File: src/rtl/cs_spi_pkg.sv
package cs_spi_pkg;
  typedef enum logic [2:0] {
    ST_IDLE,
    ST_LEAD,
    ST_HIGH,
    ST_LOW,
    ST_TAIL
  } state_e;
endpackage

File: src/rtl/cs_spi_timer.sv
// Latches the divider at start and derives the low/high phase lengths.
module cs_spi_timer #(
  parameter int DIV_W = 8
) (
  input  logic             clk_i,
  input  logic             rst_ni,
  input  logic             latch_i,
  input  logic [DIV_W-1:0] div_i,
  output logic [DIV_W-1:0] low_len_o,
  output logic [DIV_W-1:0] high_len_o
);
  logic [DIV_W-1:0] div_q, div_sel, div_eff, low_len;
  logic [DIV_W:0]   period, high_w;

  always_ff @(posedge clk_i or negedge rst_ni) begin
    if (!rst_ni)      div_q <= '0;
    else if (latch_i) div_q <= div_i;
  end

  // live value on the start cycle, latched value afterwards
  assign div_sel = latch_i ? div_i : div_q;
  assign div_eff = (div_sel == '0) ? DIV_W'(1) : div_sel;

  // odd: half period, even: D/2
  assign low_len = (div_eff >> 1) + {{(DIV_W-1){1'b0}}, div_eff[0]};
  assign period  = {1'b0, div_eff} + {{DIV_W{1'b0}}, 1'b1};
  assign high_w  = period - {1'b0, low_len};

  assign low_len_o  = low_len;
  assign high_len_o = high_w[DIV_W-1:0];
endmodule

File: src/rtl/cs_spi_shift.sv
// Transmit and receive shift registers plus the received-word holding register.
module cs_spi_shift #(
  parameter int WORD_W = 8
) (
  input  logic              clk_i,
  input  logic              rst_ni,
  input  logic              load_i,
  input  logic [WORD_W-1:0] tx_data_i,
  input  logic              tx_shift_i,
  input  logic              rx_sample_i,
  input  logic              miso_i,
  input  logic              finish_i,
  output logic              mosi_o,
  output logic [WORD_W-1:0] rx_data_o
);
  logic [WORD_W-1:0] tx_q, rx_q, rx_hold_q;

  always_ff @(posedge clk_i or negedge rst_ni) begin
    if (!rst_ni)         tx_q <= '0;
    else if (load_i)     tx_q <= tx_data_i;
    else if (tx_shift_i) tx_q <= {tx_q[WORD_W-2:0], 1'b0};
  end

  always_ff @(posedge clk_i or negedge rst_ni) begin
    if (!rst_ni)          rx_q <= '0;
    else if (load_i)      rx_q <= '0;
    else if (rx_sample_i) rx_q <= {rx_q[WORD_W-2:0], miso_i};
  end

  always_ff @(posedge clk_i or negedge rst_ni) begin
    if (!rst_ni)       rx_hold_q <= '0;
    else if (finish_i) rx_hold_q <= rx_q;
  end

  assign mosi_o    = tx_q[WORD_W-1];
  assign rx_data_o = rx_hold_q;
endmodule

File: src/rtl/cs_spi_fsm.sv
// Phase sequencer: lead, WORD_W x (high, low), tail.
module cs_spi_fsm #(
  parameter int WORD_W = 8,
  parameter int DIV_W  = 8,
  localparam int BIT_W = $clog2(WORD_W)
) (
  input  logic             clk_i,
  input  logic             rst_ni,
  input  logic             start_i,
  input  logic [DIV_W-1:0] low_len_i,
  input  logic [DIV_W-1:0] high_len_i,
  output logic             load_o,
  output logic             tx_shift_o,
  output logic             rx_sample_o,
  output logic             finish_o,
  output logic             sclk_o,
  output logic             cs_no_o,
  output logic             mosi_oe_o,
  output logic             busy_o,
  output logic             done_o
);
  import cs_spi_pkg::*;

  localparam logic [BIT_W-1:0] LAST_BIT = BIT_W'(WORD_W - 1);

  state_e           state_q;
  logic [DIV_W-1:0] cnt_q;
  logic [BIT_W-1:0] bit_q;
  logic             done_q;
  logic             phase_end, last_bit;

  assign phase_end = (cnt_q == '0);
  assign last_bit  = (bit_q == LAST_BIT);

  assign load_o      = (state_q == ST_IDLE) && start_i;
  assign rx_sample_o = (state_q == ST_HIGH) && phase_end;
  assign tx_shift_o  = (state_q == ST_LOW) && phase_end && !last_bit;
  assign finish_o    = (state_q == ST_TAIL) && phase_end;

  always_ff @(posedge clk_i or negedge rst_ni) begin
    if (!rst_ni) begin
      state_q <= ST_IDLE;
      cnt_q   <= '0;
      bit_q   <= '0;
      done_q  <= 1'b0;
    end else begin
      done_q <= finish_o;
      unique case (state_q)
        ST_IDLE: begin
          if (start_i) begin
            state_q <= ST_LEAD;
            cnt_q   <= low_len_i - 1'b1;
            bit_q   <= '0;
          end
        end
        ST_LEAD: begin
          if (phase_end) begin
            state_q <= ST_HIGH;
            cnt_q   <= high_len_i - 1'b1;
          end else cnt_q <= cnt_q - 1'b1;
        end
        ST_HIGH: begin
          if (phase_end) begin
            state_q <= ST_LOW;
            cnt_q   <= low_len_i - 1'b1;
          end else cnt_q <= cnt_q - 1'b1;
        end
        ST_LOW: begin
          if (phase_end) begin
            cnt_q <= high_len_i - 1'b1;
            if (last_bit) state_q <= ST_TAIL;
            else begin
              state_q <= ST_HIGH;
              bit_q   <= bit_q + 1'b1;
            end
          end else cnt_q <= cnt_q - 1'b1;
        end
        ST_TAIL: begin
          if (phase_end) state_q <= ST_IDLE;
          else           cnt_q   <= cnt_q - 1'b1;
        end
        default: state_q <= ST_IDLE;
      endcase
    end
  end

  assign sclk_o    = (state_q == ST_HIGH);
  assign cs_no_o   = (state_q == ST_IDLE);
  assign mosi_oe_o = (state_q == ST_LEAD) || (state_q == ST_HIGH) || (state_q == ST_LOW);
  assign busy_o    = (state_q != ST_IDLE);
  assign done_o    = done_q;
endmodule

File: src/rtl/cs_spi_master.sv
module cs_spi_master #(
  parameter int WORD_W = 8,
  parameter int DIV_W  = 8
) (
  input  logic              clk_i,
  input  logic              rst_ni,
  input  logic              start_i,
  input  logic [DIV_W-1:0]  div_i,
  input  logic [WORD_W-1:0] tx_data_i,
  input  logic              miso_i,
  output logic              sclk_o,
  output logic              cs_no_o,
  output logic              mosi_o,
  output logic              mosi_oe_o,
  output logic              busy_o,
  output logic              done_o,
  output logic [WORD_W-1:0] rx_data_o
);
  logic             load, tx_shift, rx_sample, finish;
  logic [DIV_W-1:0] low_len, high_len;

  cs_spi_timer #(.DIV_W(DIV_W)) u_timer (
    .clk_i      (clk_i),
    .rst_ni     (rst_ni),
    .latch_i    (load),
    .div_i      (div_i),
    .low_len_o  (low_len),
    .high_len_o (high_len)
  );

  cs_spi_fsm #(.WORD_W(WORD_W), .DIV_W(DIV_W)) u_fsm (
    .clk_i       (clk_i),
    .rst_ni      (rst_ni),
    .start_i     (start_i),
    .low_len_i   (low_len),
    .high_len_i  (high_len),
    .load_o      (load),
    .tx_shift_o  (tx_shift),
    .rx_sample_o (rx_sample),
    .finish_o    (finish),
    .sclk_o      (sclk_o),
    .cs_no_o     (cs_no_o),
    .mosi_oe_o   (mosi_oe_o),
    .busy_o      (busy_o),
    .done_o      (done_o)
  );

  cs_spi_shift #(.WORD_W(WORD_W)) u_shift (
    .clk_i       (clk_i),
    .rst_ni      (rst_ni),
    .load_i      (load),
    .tx_data_i   (tx_data_i),
    .tx_shift_i  (tx_shift),
    .rx_sample_i (rx_sample),
    .miso_i      (miso_i),
    .finish_i    (finish),
    .mosi_o      (mosi_o),
    .rx_data_o   (rx_data_o)
  );
endmodule

File: config.mk
export PLATFORM = sky130hd
export DESIGN_NAME = cs_spi_master
export DESIGN_NICKNAME = d
export VERILOG_FILES = /design/src/rtl/cs_spi_pkg.sv /design/src/rtl/cs_spi_timer.sv /design/src/rtl/cs_spi_shift.sv /design/src/rtl/cs_spi_fsm.sv /design/src/rtl/cs_spi_master.sv
export SDC_FILE = /design/constraint.sdc
export NUM_CORES = 1
export LEC_CHECK = 0
export BUFFER_PORTS_ARGS = -buffer_cell sky130_fd_sc_hd__buf_2
export CORE_MARGIN = 2
export CORE_UTILIZATION = 50
export CTS_CLUSTER_DIAMETER = 80
export DETAILED_ROUTE_END_ITERATION = 6
export PLACE_DENSITY_LB_ADDON = 0.08
export SKIP_LAST_GASP = 1
export SYNTH_ARGS = -nofsm -noshare
export SYNTH_HDL_FRONTEND = slang
export SYNTH_HIERARCHICAL = 1
export SYNTH_SLANG_ARGS = --single-unit
export TNS_END_PERCENT = 20
File: constraint.sdc
create_clock -name clk_i -period 4.12 [get_ports clk_i]
set_input_delay 0 -clock clk_i [delete_from_list [all_inputs] [get_ports clk_i]]
set_output_delay 0 -clock clk_i [all_outputs]
set_load 0.02 [all_outputs]
==> out/results.md, run 1 <==
| Quantity | This run |
|---|---|
| Outcome | finished, final reports clean |
| Reg clk slew, reported paths | 0.09 ns |
| Highest clock frequency the design can meet | 264 MHz |
| Worst-case vdd ir drop | 0.00100 V |
| Nature of the critical path endpoint | flop |
| Sort of element at the start of the critical path | flop |
| Number of flops mapped to enable cells by yosys | 0 |
| Final worst path period need | 3.79 ns |
| Top cell type's share of synthesized area | 0.364 |
| Layout cell share with drive strength beyond 1 | 0.228 |
| Area grow syn2layout | 14.5% |
| Share of total power consumed by net switching | 0.470 |
| TritonCTS clock tree | done |
| Post-synthesis xor/xnor area fraction | 0.0542 |
| Number of buffers added for setup after CTS | 0 |
| Slew at the pin closest to its max-slew limit | 1.05 ns |
| Total Wirelength | 6800 um |
| Required time worst endpoint | 4.31 ns |
| Final Skew | 0.00338 ns |
| Sequential share of power | 0.230 |
| Worst setup path startpoint | u_fsm/state_q[2] |
| #FFs+latches synth | 47 |
| Num ports | 34 |
| Die Area | 7130 sq um |
| Largest family of logic cells by synthesized area | compound AO/OA/AOI/OAI gates |
| Final sum of negative setup slack | 0 ns |
| Cell taking the most area after synthesis | sky130_fd_sc_hd__dfrtp_1 |
| Initial DRC count | 139 |
| HPWL after detailed placement | 5110 um |
| Initial cell density of the core | 0.512 |
| Endpoints failing setup | 0 |
| Worst Min Path Start | start_i |
| CTS H-tree lvls | 2 |
| Total inserted antenna cells | 0 |
| Maximum clock insertion buffer count | 2 |
| Share of synthesized area occupied by flip-flops and latches | 0.364 |
| Post-route DRC | 0 |
| Synthesized-area fraction occupied by adder cells | 0.0797 |
| Average instance area after synthesis | 9.95 sq um |
| First-pass GRT wire length | 11400 um |
| Number of failing hold endpoints at the final stage | 0 |
| Number of instances in the synthesized netlist | 325 |
| Net count after synthesis | 365 |
| Number of antenna violations at the first check in global routing | 0 |
| GR Overflow Total | 0 |
| Number of nets in the layout | 417 |
| Worst Hold Class | in -> reg |
| First-pass iteration count of the detailed router | 5 |
| Placeable core region | 6310 sq um |
| Post-synthesis compound-gate area fraction | 0.174 |
| Unrepaired setup endpoints after global routing | false |
| Routability cong. | 0.848 |
| Largest net degree at the start of global routing | 48 |
| Number of core rows | 29 |
| CTS root buf | sky130_fd_sc_hd__clkbuf_8 |
| Most frequent standard cell in the layout excluding fill and tap cells | sky130_fd_sc_hd__dfrtp_1 |
| Internal power | 1.64 mW |
| Total number of vias | 2537 |
| Headroom to the max-slew limit | 0.300 |
| Count of yosys warnings during synthesis | 6 |
| Power dissipated by switching net loads | 1.45 mW |
| Synth area leaders | sky130_fd_sc_hd__dfrtp_1 (36%), sky130_fd_sc_hd__ha_1 (7.4%), sky130_fd_sc_hd__mux2i_1 (5.9%) |
| Min Hold Slack | 0.00184 ns |
| Number of clock sinks | 47 |
| Startpoint of the lowest-slack register-to-register path | u_fsm/state_q[2] |
| TritonCTS buffer count | 5 |
| Critical path data arrival time | 3.97 ns |
| Number of antenna-violating nets in the routed design | 0 |
| Largest fanout on the critical path | 7 |
| Most used DFF post-synth | sky130_fd_sc_hd__dfrtp_1 |
| Vias/cell | 5.58 |
| Total global routing track utilization | 0.198 |
| Combinational power share | 0.656 |
| Commonest non-fill, non-tap cells in the layout | sky130_fd_sc_hd__dfrtp_1 (47), sky130_fd_sc_hd__buf_2 (33), sky130_fd_sc_hd__nand2_1 (30), sky130_fd_sc_hd__inv_1 (23), sky130_fd_sc_hd__nor2_1 (20) |
| Power density normalized to cell area | 834 nW/um^2 |
| Unique cell type count in the Yosys netlist | 64 |
| Lkg Pwr | 1.72 nW |
| Period utilisation layout | 0.919 |
| IO buf count | 33 |
| Later-pin clock latency in the skew report | 0.30 ns |
| Detail-routed net length per standard cell | 14.9 um |
| Proportion of synthesized area in mux cells | 0.117 |
| Chip height | 84.4 um |
| Clk pwr share | 0.114 |
| Number of max-slew violations in the final report | 0 |
| Area share of and/or/nand/nor cells after synthesis | 0.141 |
| Synth async-reset ratio | 1.00 |
| Die Width | 84.4 um |
| Max-capacitance violation count | 0 |
| Number of global-route vias before repair | 2437 |
| Post-Syn Area | 3230 sq um |
| Type of the worst setup path | reg -> reg |
==> stage by stage <==
stage               setup slack, ns  cell area (sq um)  power (mW)   util  cells
floorplan                    0.0274               3230        2.28      -    325
global placement              0.321               3450        2.68  0.546    434
detailed placement            0.221               3450        2.71  0.546    434
CTS                           0.220               3690        3.08  0.585    455
global route                 0.0268               3700        3.40  0.587    455
finish                        0.333               3700        3.09  0.587    455
==> flip-flops by register name (all words and copies together), names as in the netlist <==
name               count
u_shift/rx_data_o      8
u_shift/rx_q           8
u_fsm/bit_q            3
u_timer/div_q          8
u_fsm/done_o           1
u_fsm/state_q          3
u_shift/tx_q           8
u_fsm/cnt_q            8
==> cell usage after synthesis (3+ instances only) <==
| cell type | instances |
|---|---|
| sky130_fd_sc_hd__nor4_1 | 4 |
| sky130_fd_sc_hd__a21o_1 | 4 |
| sky130_fd_sc_hd__a22oi_1 | 4 |
| sky130_fd_sc_hd__a21oi_1 | 12 |
| sky130_fd_sc_hd__nand2_1 | 31 |
| sky130_fd_sc_hd__ha_1 | 19 |
| sky130_fd_sc_hd__o211ai_1 | 3 |
| sky130_fd_sc_hd__xnor2_1 | 10 |
| sky130_fd_sc_hd__or4_1 | 4 |
| sky130_fd_sc_hd__mux2i_1 | 19 |
| sky130_fd_sc_hd__buf_6 | 7 |
| sky130_fd_sc_hd__o21ai_0 | 9 |
| sky130_fd_sc_hd__nand3_1 | 5 |
| sky130_fd_sc_hd__o21ai_1 | 13 |
| sky130_fd_sc_hd__or3b_2 | 3 |
| sky130_fd_sc_hd__mux2_2 | 4 |
| sky130_fd_sc_hd__dfrtp_1 | 47 |
| sky130_fd_sc_hd__nor3_1 | 5 |
| sky130_fd_sc_hd__nor2_1 | 20 |
| sky130_fd_sc_hd__nor2b_1 | 3 |
| sky130_fd_sc_hd__a31oi_1 | 4 |
| sky130_fd_sc_hd__xor2_1 | 10 |
| sky130_fd_sc_hd__o21a_1 | 3 |
| sky130_fd_sc_hd__mux2_4 | 8 |
| sky130_fd_sc_hd__inv_1 | 24 |
==> critical path: stages, from the launching register on <==
cell and delay [ns]:
sky130_fd_sc_hd__dfrtp_1 0.39, sky130_fd_sc_hd__nor2b_1 0.18, sky130_fd_sc_hd__nand2_2 0.14, sky130_fd_sc_hd__inv_2 0.13, sky130_fd_sc_hd__nand2b_2 0.16, sky130_fd_sc_hd__nand2_1 0.09, sky130_fd_sc_hd__ha_1 0.35, sky130_fd_sc_hd__ha_1 0.28
sky130_fd_sc_hd__inv_1 0.04, sky130_fd_sc_hd__ha_1 0.22, sky130_fd_sc_hd__fa_1 0.51, sky130_fd_sc_hd__or4_1 0.55, sky130_fd_sc_hd__nor2_1 0.14, sky130_fd_sc_hd__xor2_1 0.08, sky130_fd_sc_hd__a222oi_1 0.31, sky130_fd_sc_hd__o21ai_1 0.10
==> power groups by stage <==
stage                     Sequential, mW  Combinational (mW)  Clock (mW)
after floorplan                    0.692                1.59           0
after global placement             0.714                1.97           0
after detailed placement           0.717                1.99           0
after CTS                          0.709                2.01       0.361
after global routing               0.731                2.30       0.376
final                              0.712                2.03       0.351
==> timing repair <==
action | CTS | global route
setup endpoints to repair | 0 | 3
hold buffers | 13 | 0
gates resized for setup | 0 | 3
hold endpoints to repair | 59 | 0
==> metal layers <==
layer,up-vias,share of wire,global-route usage
met2,46,0.49,0.331
met3,8,0.032,0.0324
met5,-,0,0
li1,1273,-,-
met4,0,0.012,0.0505
met1,1210,0.47,0.269
==> layout make-up <==
cell class / count / area [sq um]
fillers: 595 / 2610
repair buffers: 57 / 378
well taps: 77 / 96.3
multi-input cells: 240 / 1840
flip-flops and latches: 47 / 1180
clock inverters: 3 / 46.3
inverters: 26 / 97.6
clock buffers: 5 / 68.8
==> cells by family after synthesis <==
logic type	after synthesis
simple gates	89
compound gates	79
flops	47
buf+inv	38
mux	32
xor+xnor	20
fa+ha+maj	20
==> path summary, 6_finish.rpt <==
check	end	slack (ns)	depth (start not counted)
setup / recovery	u_fsm/cnt_q[5]	0.33	15
hold / removal	u_fsm/state_q[0]	0.002	3
setup reg to reg	u_fsm/cnt_q[5]	0.33	15
hold reg to reg	u_shift/rx_data_o[2]	0.51	1
max in group asynchronous	u_fsm/cnt_q[7]	3.06	2
min in group asynchronous	u_fsm/bit_q[2]	0.42	2
No activity file was read; power rests on OpenSTA's default activity.
==> run 2: changes to the inputs <==
--- a/config.mk
+++ b/config.mk
@@ -14,6 +14,5 @@
 export SKIP_LAST_GASP = 1
 export SYNTH_ARGS = -nofsm -noshare
 export SYNTH_HDL_FRONTEND = slang
-export SYNTH_HIERARCHICAL = 1
 export SYNTH_SLANG_ARGS = --single-unit
 export TNS_END_PERCENT = 20
==> out/results.md, run 2 <==
| Quantity | This run |
|---|---|
| Most frequent cells after synthesis | sky130_fd_sc_hd__nand2_1 (71), sky130_fd_sc_hd__dfrtp_1 (47), sky130_fd_sc_hd__a21oi_1 (28) |
| Startpoint of the lowest-slack register-to-register path | u_fsm.state_q[2] |
| Filler cell count | 591 |
| Total global routing track utilization | 0.221 |
| Period utilisation layout | 0.880 |
| Worst Min Path Start | div_i[1] |
| Later-pin clock latency in the skew report | 0.30 ns |
| Nature of the critical path endpoint | flop |
| CTS H-tree lvls | 2 |
| Total number of vias | 2795 |
| Leading cell type by number of instances after synthesis | sky130_fd_sc_hd__nand2_1 |
| Slew at the pin closest to its max-slew limit | 1.05 ns |
| Lkg Pwr | 1.73 nW |
| IO buf count | 33 |
| Detail-routed net length per standard cell | 14.5 um |
| Design Area, Final | 3680 sq um |
| Cell family with most CP delay | simple AND/OR/NAND/NOR gates |
| Post-Syn Area | 3180 sq um |
| Total Wirelength | 7190 um |
| Slowest library cell on the worst path | sky130_fd_sc_hd__or4b_4 |
| Routability cong. | 0.810 |
| Number of nets in the layout | 448 |
| Critical path data arrival time | 3.86 ns |
| Layer with the highest usage | met2 |
| Slowest stage delay, CP | 0.62 ns |
| Area grow syn2layout | 15.7% |
| Number of buffers added for setup after CTS | 0 |
| Sort of element at the start of the critical path | flop |
| Synth async-reset ratio | 1.00 |
| Number of antenna violations at the first check in global routing | 0 |
| Layout cell share with drive strength beyond 1 | 0.156 |
| Required time worst endpoint | 4.36 ns |
| Count of yosys warnings during synthesis | 0 |
| Maximum clock insertion buffer count | 2 |
| Commonest non-fill, non-tap cells in the layout | sky130_fd_sc_hd__nand2_1 (71), sky130_fd_sc_hd__dfrtp_1 (47), sky130_fd_sc_hd__buf_2 (33), sky130_fd_sc_hd__a21oi_1 (28), sky130_fd_sc_hd__o21ai_0 (22) |
| Met1 Resource Use GR | 0.331 |
| Largest net degree at the start of global routing | 48 |
| Synth area leaders | sky130_fd_sc_hd__dfrtp_1 (37%), sky130_fd_sc_hd__nand2_1 (8.4%), sky130_fd_sc_hd__a21oi_1 (4.4%) |
| GR Overflow Total | 0 |
| Highest clock frequency the design can meet | 276 MHz |
| Chip height | 83.7 um |
| Max-capacitance violation count | 0 |
| Share of synthesized area occupied by flip-flops and latches | 0.370 |
| M3 GR Usage | 0.0376 |
| Bufs and invs on worst path | 1 |
| Worst-case vdd ir drop | 0.000352 V |
| Headroom to the max-slew limit | 0.297 |
| Number of failing hold endpoints at the final stage | 0 |
| Hold EP | u_timer.div_q[1] |
| Reg clk slew, reported paths | 0.09 ns |
| Largest fanout on the critical path | 12 |
| Top cell type's share of synthesized area | 0.370 |
| Initial cell density of the core | 0.509 |
| Outcome | finished, final reports clean |
| Unique cell type count in the Yosys netlist | 52 |
| Most used DFF post-synth | sky130_fd_sc_hd__dfrtp_1 |
| Global-route track usage on met2 | 0.336 |
| First-pass iteration count of the detailed router | 5 |
| Cell taking the most area after synthesis | sky130_fd_sc_hd__dfrtp_1 |
| Final sum of negative setup slack | 0 ns |
| Number of global-route vias before repair | 2612 |
| Total inserted antenna cells | 0 |
| Cell repeated most along the worst path | sky130_fd_sc_hd__nand2_1 |
| HPWL after detailed placement | 5240 um |
| Die Width | 83.7 um |
| Placeable core region | 6240 sq um |
| Pre-CTS setup slack | 0.528 ns |
| Type of the worst setup path | reg -> reg |
| Initial DRC count | 159 |
| R2R Setup Slk | 0.50 ns |
| Post-route DRC | 0 |
| Final Skew | 0.00587 ns |
| Final worst path period need | 3.62 ns |
| Power density normalized to cell area | 492 nW/um^2 |
| Number of cell instances on the worst register-to-register path | 15 |
| Number of cells on the worst hold path | 3 |
| Vias/cell | 5.65 |
| CTS root buf | sky130_fd_sc_hd__clkbuf_8 |
| TritonCTS clock tree | done |
| Number of antenna-violating nets in the routed design | 0 |
| Die Area | 7010 sq um |
| TritonCTS buffer count | 5 |
| Number of core rows | 29 |
| #FFs+latches synth | 47 |
| Capture point of the worst reg-to-reg path | u_fsm.cnt_q[2] |
| Number of instances in the synthesized netlist | 372 |
| Worst Hold Class | in -> reg |
| Unrepaired setup endpoints after global routing | false |
| Num ports | 34 |
| Most frequent standard cell in the layout excluding fill and tap cells | sky130_fd_sc_hd__nand2_1 |
| Worst setup slack after layout | 0.496 ns |
| Number of max-slew violations in the final report | 0 |
| Average instance area after synthesis | 8.55 sq um |
| Sequence of cells on the critical path | or4b_4, nand2_1, nand2_1, ha_1, nand2b_1, a21oi_1, nor2_1, ha_1, inv_1, and4_1, o21ai_0, nand2_1, a221o_1, o32ai_1, a22o_1 |
| First-pass GRT wire length | 12700 um |
| Number of flops mapped to enable cells by yosys | 0 |
| Net count after synthesis | 403 |
| Number of clock sinks | 47 |
| Endpoints failing setup | 0 |
| Post-place instance area | 3410 sq um |
run 2: kinds of logic after synthesis:
kind of cell             Yosys count  share of synthesized area
AO/OA/AOI/OAI                     86                      0.170
XOR/XNOR                          19                     0.0547
adder cells (fa/ha/maj)           11                     0.0433
buffers and inverters             31                     0.0453
flip-flops                        47                      0.370
multiplexers                      24                     0.0815
AND/OR/NAND/NOR                  154                      0.236
run 2: how the worst max path moves through the flow:
| stage | end | slack (ns) | from | cells after the start |
|---|---|---|---|---|
| 5_1_grt | u_fsm.cnt_q[7] | 0.15 | u_fsm.state_q[2] | 15 |
| 4_1_cts | u_fsm.cnt_q[2] | 0.50 | u_fsm.state_q[2] | 15 |
| 3_3_place_gp | u_fsm.cnt_q[2] | 0.61 | u_fsm.state_q[2] | 15 |
| 6_report | u_fsm.cnt_q[2] | 0.50 | u_fsm.state_q[2] | 15 |
| 2_1_floorplan | u_fsm.cnt_q[7] | 0.48 | u_fsm.state_q[0] | 17 |
| 3_5_place_dp | u_fsm.cnt_q[2] | 0.53 | u_fsm.state_q[2] | 15 |
run 2: per-stage QoR:
stage,hold slack (ns),instances,util,power [mW]
final,0.0222,495,0.589,1.81
after global routing,0.0409,495,0.589,1.96
after CTS,0.00713,495,0.589,1.82
after detailed placement,0.215,473,0.546,1.41
after global placement,0.228,473,0.546,1.40
after floorplan,-0.296,372,-,1.23
run 2: timing repair:
action                    in CTS  in global routing
hold buffers                  14                  0
hold endpoints to repair      60                  0
gates resized for setup        0                  0
run 2: final cells by class:
cell class                 instances  area, sq um  share of cell area
inverter                          15         56.3              0.0153
sequential                        47         1180               0.320
tap                               77         96.3              0.0262
clock inverter                     2         60.1              0.0163
timing repair buffer              54          358              0.0973
multi-input combinational        294         1860               0.505
clock buffer                       6         72.6              0.0197
run 2: routing by layer:
layer  routed length (um)  vias to the layer above
met4                   85                        0
met2                 3280                       80
met5                    0                        -
met3                  294                        6
met1                 3520                     1295
li1                     -                     1414
run 2: tightest hold or removal path, stage by stage:
cell	delay (ns)
sky130_fd_sc_hd__buf_2	0.15
sky130_fd_sc_hd__nand2_1	0.08
sky130_fd_sc_hd__nand2_1	0.05
run 2: where the power goes:
part,switching (mW),internal (mW)
clock network,0.156,0.243
registers,0.100,0.553
logic,0.419,0.339
total,0.675,1.14
==> run 3: changes to the inputs <==
--- a/config.mk
+++ b/config.mk
@@ -10,9 +10,8 @@
 export CORE_UTILIZATION = 50
 export CTS_CLUSTER_DIAMETER = 80
 export DETAILED_ROUTE_END_ITERATION = 6
-export PLACE_DENSITY_LB_ADDON = 0.08
+export PLACE_DENSITY = 0.8
 export SKIP_LAST_GASP = 1
 export SYNTH_ARGS = -nofsm -noshare
 export SYNTH_HDL_FRONTEND = slang
 export SYNTH_SLANG_ARGS = --single-unit
-export TNS_END_PERCENT = 20
==> out/results.md, run 3 (synthesis results as in run 2) <==
| Quantity | This run |
|---|---|
| Outcome | finished, final reports clean |
| Number of nets in the layout | 447 |
| Vias/cell | 5.82 |
| Type of the worst setup path | reg -> reg |
| Number of max-slew violations in the final report | 0 |
| Detail-routed net length per standard cell | 14.9 um |
| Later-pin clock latency in the skew report | 0.31 ns |
| Most frequent standard cell in the layout excluding fill and tap cells | sky130_fd_sc_hd__nand2_1 |
| Number of antenna violations at the first check in global routing | 0 |
| Power density normalized to cell area | 477 nW/um^2 |
| Footprint of the multi-input gates | 1860 sq um |
| Chip height | 83.7 um |
| IO buf count | 33 |
| Placeable core region | 6240 sq um |
| Final Skew | 0.00767 ns |
| TritonCTS buffer count | 5 |
| Cell repeated most along the worst path | sky130_fd_sc_hd__nand2_1 |
| First-pass GRT wire length | 12800 um |
| Utilization of the core after routing | 0.582 |
| Critical path data arrival time | 3.92 ns |
| Total Wirelength | 7360 um |
| Commonest non-fill, non-tap cells in the layout | sky130_fd_sc_hd__nand2_1 (71), sky130_fd_sc_hd__dfrtp_1 (47), sky130_fd_sc_hd__buf_2 (33), sky130_fd_sc_hd__a21oi_1 (28), sky130_fd_sc_hd__o21ai_0 (22) |
| HPWL after detailed placement | 5420 um |
| Num ports | 34 |
| Slowest stage delay, CP | 0.66 ns |
| CTS root buf | sky130_fd_sc_hd__clkbuf_8 |
| Routability cong. | 0.863 |
| Largest net degree at the start of global routing | 48 |
| Slew at the pin closest to its max-slew limit | 1.04 ns |
| Number of global-route vias before repair | 2731 |
| Number of antenna-violating nets in the routed design | 0 |
| Endpoints failing setup | 0 |
| Worst-case vdd ir drop | 0.000376 V |
| CTS H-tree lvls | 2 |
| Number of clock sinks | 47 |
| Total number of vias | 2873 |
| TritonCTS clock tree | done |
| Sequential Area | 1180 sq um |
| Headroom to the max-slew limit | 0.306 |
| Unrepaired setup endpoints after global routing | false |
| Lkg Pwr | 1.71 nW |
| Cell family with most CP delay | simple AND/OR/NAND/NOR gates |
| Final worst path period need | 3.66 ns |
| Slowest library cell on the worst path | sky130_fd_sc_hd__or4b_4 |
| Largest fanout on the critical path | 12 |
| Hold buffers post-CTS | 13 |
| Reg clk slew, reported paths | 0.10 ns |
| Required time worst endpoint | 4.38 ns |
| Maximum clock insertion buffer count | 2 |
| Initial cell density of the core | 0.509 |
| Sequence of cells on the critical path | or4b_4, nand2_1, nand2_1, ha_1, nand2b_1, a21oi_1, nor2_1, ha_1, inv_1, and4_1, o21ai_0, nand2_1, a221o_1, o32ai_1, a22o_1 |
| GR Overflow Total | 0 |
| Die Area | 7010 sq um |
| Post-route DRC | 0 |
| Die Width | 83.7 um |
| Initial DRC count | 299 |
| Final sum of negative setup slack | 0 ns |
| Number of core rows | 29 |
| Highest clock frequency the design can meet | 273 MHz |
| # resized after CTS | 0 |
| First-pass iteration count of the detailed router | 5 |
| Total inserted antenna cells | 0 |
| Total global routing track utilization | 0.221 |
| Max-capacitance violation count | 0 |
| Sort of element at the start of the critical path | flop |
| Worst Hold Class | in -> reg |
| Filler cell count | 551 |
| Nature of the critical path endpoint | flop |
| Area grow syn2layout | 14.3% |
| Period utilisation layout | 0.889 |
| Bufs and invs on worst path | 1 |
| Number of failing hold endpoints at the final stage | 0 |
| Layout cell share with drive strength beyond 1 | 0.158 |
| Number of buffers added for setup after CTS | 0 |
## run 3: per-layer routing
| layer | vias to the layer above | track usage | routed length [um] |
|---|---|---|---|
| met5 | - | 0 | 0 |
| met4 | 0 | 0.0777 | 137 |
| met3 | 14 | 0.0396 | 313 |
| met2 | 86 | 0.357 | 3460 |
| met1 | 1361 | 0.298 | 3450 |
| li1 | 1412 | - | - |
## run 3: stage by stage
stage | instances | power [mW] | setup slack (ns) | cell area, sq um | hold WS (ns)
6_report | 494 | 1.73 | 0.456 | 3630 | 0.00972
5_1_grt | 494 | 1.87 | 0.149 | 3630 | 0.0290
4_1_cts | 494 | 1.73 | 0.475 | 3630 | 0.000363
3_5_place_dp | 473 | 1.41 | 0.540 | 3410 | 0.215
3_3_place_gp | 473 | 1.38 | 0.674 | 3410 | 0.218
2_1_floorplan | 372 | 1.23 | 0.481 | 3180 | -0.296
## run 3: worst reg2reg max path, cell delays in order (launching register included)
cell and delay, ns:
sky130_fd_sc_hd__dfrtp_1 0.43, sky130_fd_sc_hd__or4b_4 0.66, sky130_fd_sc_hd__nand2_1 0.13, sky130_fd_sc_hd__nand2_1 0.12, sky130_fd_sc_hd__ha_1 0.31, sky130_fd_sc_hd__nand2b_1 0.17
sky130_fd_sc_hd__a21oi_1 0.21, sky130_fd_sc_hd__nor2_1 0.12, sky130_fd_sc_hd__ha_1 0.32, sky130_fd_sc_hd__inv_1 0.07, sky130_fd_sc_hd__and4_1 0.17, sky130_fd_sc_hd__o21ai_0 0.14
sky130_fd_sc_hd__nand2_1 0.07, sky130_fd_sc_hd__a221o_1 0.30, sky130_fd_sc_hd__o32ai_1 0.22, sky130_fd_sc_hd__a22o_1 0.17
## run 3: worst paths after layout
kind / start / end / slack, ns / cells past startpoint
hold reg to reg: u_shift.tx_q[1] / u_shift.tx_q[1] / 0.48 / 1
setup / recovery: u_fsm.state_q[1] / u_fsm.cnt_q[2] / 0.46 / 15
min in group asynchronous: rst_ni / u_shift.rx_data_o[3] / 0.41 / 2
hold / removal: div_i[1] / u_timer.div_q[1] / 0.01 / 3
max in group asynchronous: rst_ni / u_timer.div_q[6] / 3.07 / 2
setup reg to reg: u_fsm.state_q[1] / u_fsm.cnt_q[2] / 0.46 / 15
## run 3: final cells by class
type                            count  area share
Clock buffer                        6      0.0227
Clock inverter                      2     0.00448
Inverter                           15      0.0155
Multi-Input combinational cell    294       0.512
Sequential cell                    47       0.324
Tap cell                           77      0.0265
Timing Repair Buffer               53      0.0957
## run 3: power breakdown
part	internal [mW]	leakage, nW	switching, mW	total (mW)
combinational	0.340	1.06	0.435	0.775
clock	0.137	0.0474	0.169	0.306
sequential	0.553	0.604	0.100	0.653
total	1.03	1.71	0.704	1.73
